### config.mk
export PLATFORM = sky130hd
export DESIGN_NAME = dual_step_alu
export DESIGN_NICKNAME = d
export VERILOG_FILES = /design/src/rtl/pipe_pkg.sv /design/src/rtl/operand_file.sv /design/src/rtl/step_pipe.sv /design/src/rtl/dual_step_alu.sv
export SDC_FILE = /design/constraint.sdc
export NUM_CORES = 2
export LEC_CHECK = 0
export CORE_ASPECT_RATIO = 1.2
export CORE_MARGIN = 1
export CORE_UTILIZATION = 29
export DETAILED_ROUTE_END_ITERATION = 16
export PLACE_DENSITY_LB_ADDON = 0.25
export SYNTH_ARGS = -nofsm -noshare
export SYNTH_HDL_FRONTEND = slang
export SYNTH_SLANG_ARGS = --single-unit
### constraint.sdc
create_clock -name clk -period 14.15 [get_ports clk]
set_clock_uncertainty 0.1 [all_clocks]
set_input_delay 2.1225 -clock clk [delete_from_list [all_inputs] [get_ports clk]]
set_output_delay 2.1225 -clock clk [all_outputs]
set_load 0.05 [all_outputs]
### src/rtl/pipe_pkg.sv
// Shared definitions for the instruction-stepped arithmetic unit.
package pipe_pkg;
    // Selects which operation a stepped pipeline computes.
    typedef enum logic [0:0] {
        OP_ADD = 1'b0,
        OP_MUL = 1'b1
    } op_e;
endpackage

### src/rtl/operand_file.sv
// Operand register file: one synchronous write port and four
// asynchronous read ports (two per arithmetic unit).
// Assumes a read in the same cycle as a write to that register
// returns the value held before the write edge.
module operand_file #(
    parameter int W     = 32,
    parameter int NREG  = 8,
    localparam int IDXW = $clog2(NREG)
) (
    input  logic            clk,
    input  logic            rst_n,
    input  logic            wr_en,
    input  logic [IDXW-1:0] wr_idx,
    input  logic [W-1:0]    wr_data,
    input  logic [IDXW-1:0] rd_idx0,
    input  logic [IDXW-1:0] rd_idx1,
    input  logic [IDXW-1:0] rd_idx2,
    input  logic [IDXW-1:0] rd_idx3,
    output logic [W-1:0]    rd_dat0,
    output logic [W-1:0]    rd_dat1,
    output logic [W-1:0]    rd_dat2,
    output logic [W-1:0]    rd_dat3
);
    logic [W-1:0] regs [NREG];

    // Clear all registers on reset, otherwise apply the write port.
    always_ff @(posedge clk) begin
        if (!rst_n) begin
            for (int i = 0; i < NREG; i++) regs[i] <= '0;
        end else if (wr_en) begin
            regs[wr_idx] <= wr_data;
        end
    end

    // Read ports see the registered contents.
    assign rd_dat0 = regs[rd_idx0];
    assign rd_dat1 = regs[rd_idx1];
    assign rd_dat2 = regs[rd_idx2];
    assign rd_dat3 = regs[rd_idx3];

    // a written value is present in the next cycle.
    a_r10_write_lands: assert property (@(posedge clk) disable iff (!rst_n)
        wr_en |=> regs[$past(wr_idx)] == $past(wr_data));
endmodule

### src/rtl/step_pipe.sv
// Instruction-stepped pipeline of DEPTH stages. The last stage is the
// output register. A new entry enters stage 0 only when an instruction
// is issued; the same issue shifts every stage by one place. A dummy
// inserts an invalid bubble. With no issue, all stages hold.
// Assumes DEPTH >= 2.
module step_pipe
    import pipe_pkg::*;
#(
    parameter int  W     = 32,
    parameter int  DEPTH = 2,
    parameter op_e OP    = OP_ADD
) (
    input  logic         clk,
    input  logic         rst_n,
    input  logic         issue,
    input  logic         real_op,
    input  logic [W-1:0] opa,
    input  logic [W-1:0] opb,
    output logic [W-1:0] res,
    output logic         res_vld
);
    localparam int LAST = DEPTH - 1;

    logic [W-1:0]     dat [DEPTH];
    logic [DEPTH-1:0] vld;
    logic [W-1:0]     fresh;

    // Compute the new entry for the chosen operation.
    generate
        if (OP == OP_ADD) begin : g_add
            assign fresh = opa + opb;  // wraps modulo 2^W
        end else begin : g_mul
            // A W-bit product equals the low W bits of the signed product.
            assign fresh = opa * opb;
        end
    endgenerate

    // Valid bits: cleared on reset, shifted on each issue.
    always_ff @(posedge clk) begin
        if (!rst_n) vld <= '0;
        else if (issue) vld <= {vld[DEPTH-2:0], real_op};
    end

    // Data stages: shift on each issue, otherwise hold.
    always_ff @(posedge clk) begin
        if (issue) begin
            dat[0] <= fresh;
            for (int i = 1; i < DEPTH; i++) dat[i] <= dat[i-1];
        end
    end

    assign res     = dat[LAST];
    assign res_vld = vld[LAST];

    // reset empties every stage.
    a_r1_reset_clears: assert property (@(posedge clk)
        !rst_n |=> vld == '0);
    // no issue, no movement.
    a_r4_idle_holds: assert property (@(posedge clk) disable iff (!rst_n)
        !issue |=> $stable(vld) && $stable(res));
    // a dummy enters as an invalid entry.
    a_r5_dummy_bubble: assert property (@(posedge clk) disable iff (!rst_n)
        issue && !real_op |=> !vld[0]);
    // the output flag is the one held one stage earlier.
    a_r2_out_from_prev: assert property (@(posedge clk) disable iff (!rst_n)
        issue |=> res_vld == $past(vld[DEPTH-2]));
endmodule

### src/rtl/dual_step_alu.sv
// Top level: operand register file feeding a two-stage adder and a
// three-stage multiplier. Each unit advances only on its own issue.
// Assumes the issuing logic keeps *_real stable with *_issue.
module dual_step_alu
    import pipe_pkg::*;
#(
    parameter int W         = 32,
    parameter int NREG      = 8,
    parameter int ADD_DEPTH = 2,
    parameter int MUL_DEPTH = 3,
    localparam int IDXW     = $clog2(NREG)
) (
    input  logic            clk,
    input  logic            rst_n,
    input  logic            wr_en,
    input  logic [IDXW-1:0] wr_idx,
    input  logic [W-1:0]    wr_data,
    input  logic            add_issue,
    input  logic            add_real,
    input  logic [IDXW-1:0] add_src_a,
    input  logic [IDXW-1:0] add_src_b,
    input  logic            mul_issue,
    input  logic            mul_real,
    input  logic [IDXW-1:0] mul_src_a,
    input  logic [IDXW-1:0] mul_src_b,
    output logic [W-1:0]    add_res,
    output logic            add_res_valid,
    output logic [W-1:0]    mul_res,
    output logic            mul_res_valid
);
    logic [W-1:0] add_a, add_b, mul_a, mul_b;

    operand_file #(.W(W), .NREG(NREG)) u_rf (
        .clk(clk), .rst_n(rst_n),
        .wr_en(wr_en), .wr_idx(wr_idx), .wr_data(wr_data),
        .rd_idx0(add_src_a), .rd_idx1(add_src_b),
        .rd_idx2(mul_src_a), .rd_idx3(mul_src_b),
        .rd_dat0(add_a), .rd_dat1(add_b),
        .rd_dat2(mul_a), .rd_dat3(mul_b)
    );

    step_pipe #(.W(W), .DEPTH(ADD_DEPTH), .OP(OP_ADD)) u_add (
        .clk(clk), .rst_n(rst_n),
        .issue(add_issue), .real_op(add_real),
        .opa(add_a), .opb(add_b),
        .res(add_res), .res_vld(add_res_valid)
    );

    step_pipe #(.W(W), .DEPTH(MUL_DEPTH), .OP(OP_MUL)) u_mul (
        .clk(clk), .rst_n(rst_n),
        .issue(mul_issue), .real_op(mul_real),
        .opa(mul_a), .opb(mul_b),
        .res(mul_res), .res_vld(mul_res_valid)
    );

    // the multiplier output never moves on an add-only edge.
    a_r9_units_apart: assert property (@(posedge clk) disable iff (!rst_n)
        add_issue && !mul_issue |=> $stable(mul_res_valid) && $stable(mul_res));
endmodule

Yosys cells after proc, flatten, opt, wreduce, memory -nomap -nowiden:

Memories as Yosys holds them, arrays and structs flattened.
Index checks and enable logic that the tools add are counted.
Widths: inputs -> output; s select.

* word-level logic and storage cells: 19
* bits in registers: 5
* memories kept: 3
* bits of input ports: 54
* bits in writable memories: 416

* $add $sub $neg: 1
* $mul: 1
* reductions and logical operators: 1
* multiplexer cells: 11

Memory list
* u_rf.regs: words 8, bits a word 32, read ports 4, clocked after Yosys merged registers in 0, write ports 8, RTL line operand_file.sv:24 `logic [W-1:0] regs [NREG];`
* u_mul.dat: words 3, bits a word 32, read ports 3, clocked after Yosys merged registers in 0, write ports 3, RTL line step_pipe.sv:24 `logic [W-1:0] dat [DEPTH];`
* u_add.dat: words 2, bits a word 32, read ports 2, clocked after Yosys merged registers in 0, write ports 2, RTL line step_pipe.sv:24

Operators by type and width (count)
* $add 32x32->32: 1
* $mul 32x32->32: 1
* $mux 32: 1
* $reduce_or 32->1: 1
* $mux 1: 9
* $mux 3: 1

Longest topological paths before layout:

* word-level depth: 5
* mapped depth: 37

Cells and area by module:

A second synthesis with hierarchy kept.

* cells, all modules: 3255
* area total of the unflattened synthesis: 40835.4 um^2

Modules (own cells, without submodules)
* step_pipe at u_mul: seq. area each 2942.8 um^2, times used 1, area an instance 19022.0 um^2, cells each 1849
* operand_file: seq. area each 7687.4 um^2, times used 1, area an instance 17858.4 um^2, cells each 1071
* step_pipe at u_add: seq. area each 1961.9 um^2, times used 1, area an instance 3955.0 um^2, cells each 335

Worst setup path after synthesis:

OpenSTA, ideal clock, no wires.

* kind: input to register
* start: input port mul_src_b[0]
* end: memory u_mul.dat[0][31], data pin
* slack: 3.765 ns
* library setup time: 0.260 ns
* data required time: 13.790 ns
* stages: 31
* data arrival time: 10.025 ns
* buffers on the path: 5
* cells stage by stage: buf_4 -> buf_6 -> buf_4 -> mux4_2 -> mux2i_1 -> clkbuf_1 -> clkbuf_1 -> nor2_1 -> fa_1 -> inv_1 -> fa_1 -> fa_1 -> fa_1 -> inv_1 -> fa_1 -> inv_1 -> fa_1 -> inv_1 -> fa_1 -> fa_1 -> ha_1 -> a211oi_1 -> o21ai_0 -> a211oi_1 -> o2111ai_1 -> nand2_1 -> o21ai_0 -> o21a_1 -> o21ai_0 -> a21oi_1 -> xnor2_1

RTL lines
* start, declared: RTL line dual_step_alu.sv:25 `input logic [IDXW-1:0] mul_src_b,`
* end, declared: RTL line step_pipe.sv:24

==> run metrics <==
drt wl/cell 25.1 µm; Core Rows 148; GRT Max-Usage Layer met2; total track usage 18.9%; outcome completed; final wirelength 131000 µm; gr ovfl total 0; hold-critical path depth 0; Worst Path Max Fanout 31; Num CTS Buffers 52; cell area after synthesis 0.0398 mm²; worst min path class reg2reg; CTS tree yes; chip height 408 µm; Setup WS pre-CTS 2.15 ns; Post-CTS Hold Buffers 0; Multi-input gate area 0.0244 mm²; Area Overhead vs Synth 11.6%; reg-to-reg endpoint u_mul.dat[0][31]$_DFFE_PP_; Residual DRC 0; CTS root buf clkbuf_16; biggest cell delay along the critical path 0.79 ns; post-synth top area cell edfxtp_1; top_reg_cell synth edfxtp_1; Crit. End Element register; H-tree level count 2; Max Clk Rate 0.0886 GHz; final worst path period need 11.29 ns; layout cells sized above 1 16.0%; 1st-iter DRT viols 1959; GR Util met1 22.3%; initial antenna violation count 9; Worst Hold Launch u_mul.dat[0][36]$_DFFE_PP_; syn nets 3973; largest net degree at the start of global routing 67; post-CTS resize count 0; synth top area cells edfxtp_1 (31%), fa_1 (21%), mux4_2 (11%), ha_1 (4.8%), and2_1 (4.3%); top-count cell post-synth inv_1; GR Util met2 33.1%; Crit path buffers/inverters 8; Crit path top cell by count fa_1; Mapped Avg Cell Area 11.8 µm²; grt met3 use 2.61%; GP Congestion 0.945; Die W 340 µm; fraction of registers with async set/reset 0%; Fin. Hold Viols 0; vias in the first global route 28100; initial core utilization 29.3%; number of port buffers 119; via count 26200; CTS clk-pin slew, worst paths 0.06 ns; Setup Buffers After CTS 0; Finished Layout Cells 5222; setup slack after layout 2.86 ns; Synth cell types 66; Max Cap Viol 0; Post-synth top cells inv_1 (449), edfxtp_1 (416), fa_1 (409); clock sink count 421; Req. time, crit path 14.41 ns; Nets 3989; fin. max-slew vios 0; Yosys reg bits 421; EDFF count, synth 416; die area 0.139 mm²; Slowest cell on crit path mux2i_2; antenna-violating nets left 0; reg2reg start u_rf.regs[6][18]$_SDFFCE_PN0P_; r2r setup slk 4.83 ns; I/O pin count 120; FILL cells 13800; Arr. time, crit path 11.54 ns; clk_lat worst skew 0.67 ns; CTS Buffer Depth 3; worst reg-to-reg path cell count 28; RSZ-0062 raised after global routing false; WHS Endpoint u_mul.dat[0][68]$_DFFE_PP_; period utilisation layout 79.8%; Cells after Synth 3356; Post-DP HPWL 92800 µm; final setup TNS 0 ns; endpoints failing setup 0; Ys Warns 0; Pre-antenna DRT Iters 9; Core Box Area 0.136 mm²; Top delay family on crit path adder cells; Slew HR 5.85%; critical path class in2reg; Sequential Area 0.0126 mm²; DP Cell Count 5118; Slew @ Worst Pin 1.40 ns; CP startpoint kind input pin; detail-routed via count per cell 5.01; Yosys top cell area share 31.4%; first-pass GRT wire length 192000 µm; Seq/Total Area, Yosys 31.7%
-- metal layers --
| layer | wire length (µm) | vias to the layer above |
|---|---|---|
| li1 | - | 11300 |
| met4 | 7290 | 2 |
| met5 | 9 | - |
| met2 | 65900 | 835 |
| met3 | 6430 | 274 |
| met1 | 51300 | 13800 |
-- placed cells by master, fill, tap and decap left out, types with 11 or more instances in the layout --
cell / synthesis / routed
nand3_1: 11 / 11
clkdlybuf4s50_1: 0 / 107
nand2_1: 219 / 219
mux4_2: 199 / 199
mux4_1: 22 / 22
nor2_1: 326 / 320
xor2_1: 21 / 21
fa_1: 409 / 409
buf_4: 72 / 85
inv_1: 449 / 449
a21oi_1: 52 / 52
mux2_2: 90 / 90
mux2i_1: 77 / 71
clkbuf_1: 114 / 13
a21o_1: 21 / 21
o21a_1: 14 / 14
ha_1: 154 / 154
o21ai_0: 32 / 25
clkbuf_16: 0 / 52
edfxtp_1: 416 / 416
or2_2: 38 / 38
xnor2_1: 87 / 87
nor2b_1: 19 / 19
nand2b_1: 63 / 61
a22oi_1: 22 / 22
and2_1: 274 / 274
-- flip-flops by register name, indices dropped and copies added (netlist names) --
name       cells
u_mul.dat     96
u_rf.regs    256
u_add.dat     64
u_add.vld      2
u_mul.vld      3
-- layout make-up --
cell class	instances	share of cell area (%)
antenna	8	0.0451
clock inverter	31	0.812
sequential	421	28.4
tap	1800	5.07
multi-input combinational	2250	54.9
inverter	450	3.81
clock buffer	65	3.04
timing repair buffer	197	3.91
-- logic make-up after synthesis --
family                     Yosys count  synth area share (%)
AOI/OAI and AO/OA                  210                  3.61
xor gates and xnor gates           111                  2.52
adders and majority gates          563                  25.4
buffers and inverters              685                  7.54
DFF                                421                  31.7
muxes                              391                  17.4
and+or+nand+nor                    975                  11.9
-- worst max-delay path by stage --
stage	slack [ns]	depth (start not counted)	from	to
final	2.86	30	mul_src_a[1]	u_mul.dat[0][31]$_DFFE_PP_
after floorplan	3.77	31	mul_src_b[0]	u_mul.dat[0][31]$_DFFE_PP_
after global routing	2.45	31	mul_src_a[0]	u_mul.dat[0][31]$_DFFE_PP_
after detailed placement	2.15	30	mul_src_a[1]	u_mul.dat[0][31]$_DFFE_PP_
after CTS	2.82	30	mul_src_a[1]	u_mul.dat[0][31]$_DFFE_PP_
after global placement	2.17	30	mul_src_a[1]	u_mul.dat[0][31]$_DFFE_PP_
-- per-stage QoR --
| step | instance area [µm²] | hold WS, ns | utilization (%) |
|---|---|---|---|
| after floorplan | 39800 | 0.300 | - |
| after global placement | 42700 | 0.303 | 31.4 |
| after detailed placement | 42700 | 0.305 | 31.4 |
| after CTS | 44400 | 0.316 | 32.6 |
| after global routing | 44400 | 0.321 | 32.7 |
| final | 44400 | 0.316 | 32.7 |
Power is left out: the tool's default activity adds up to more than one toggle a clock period on the data nets, which glitch-free logic cannot reach.
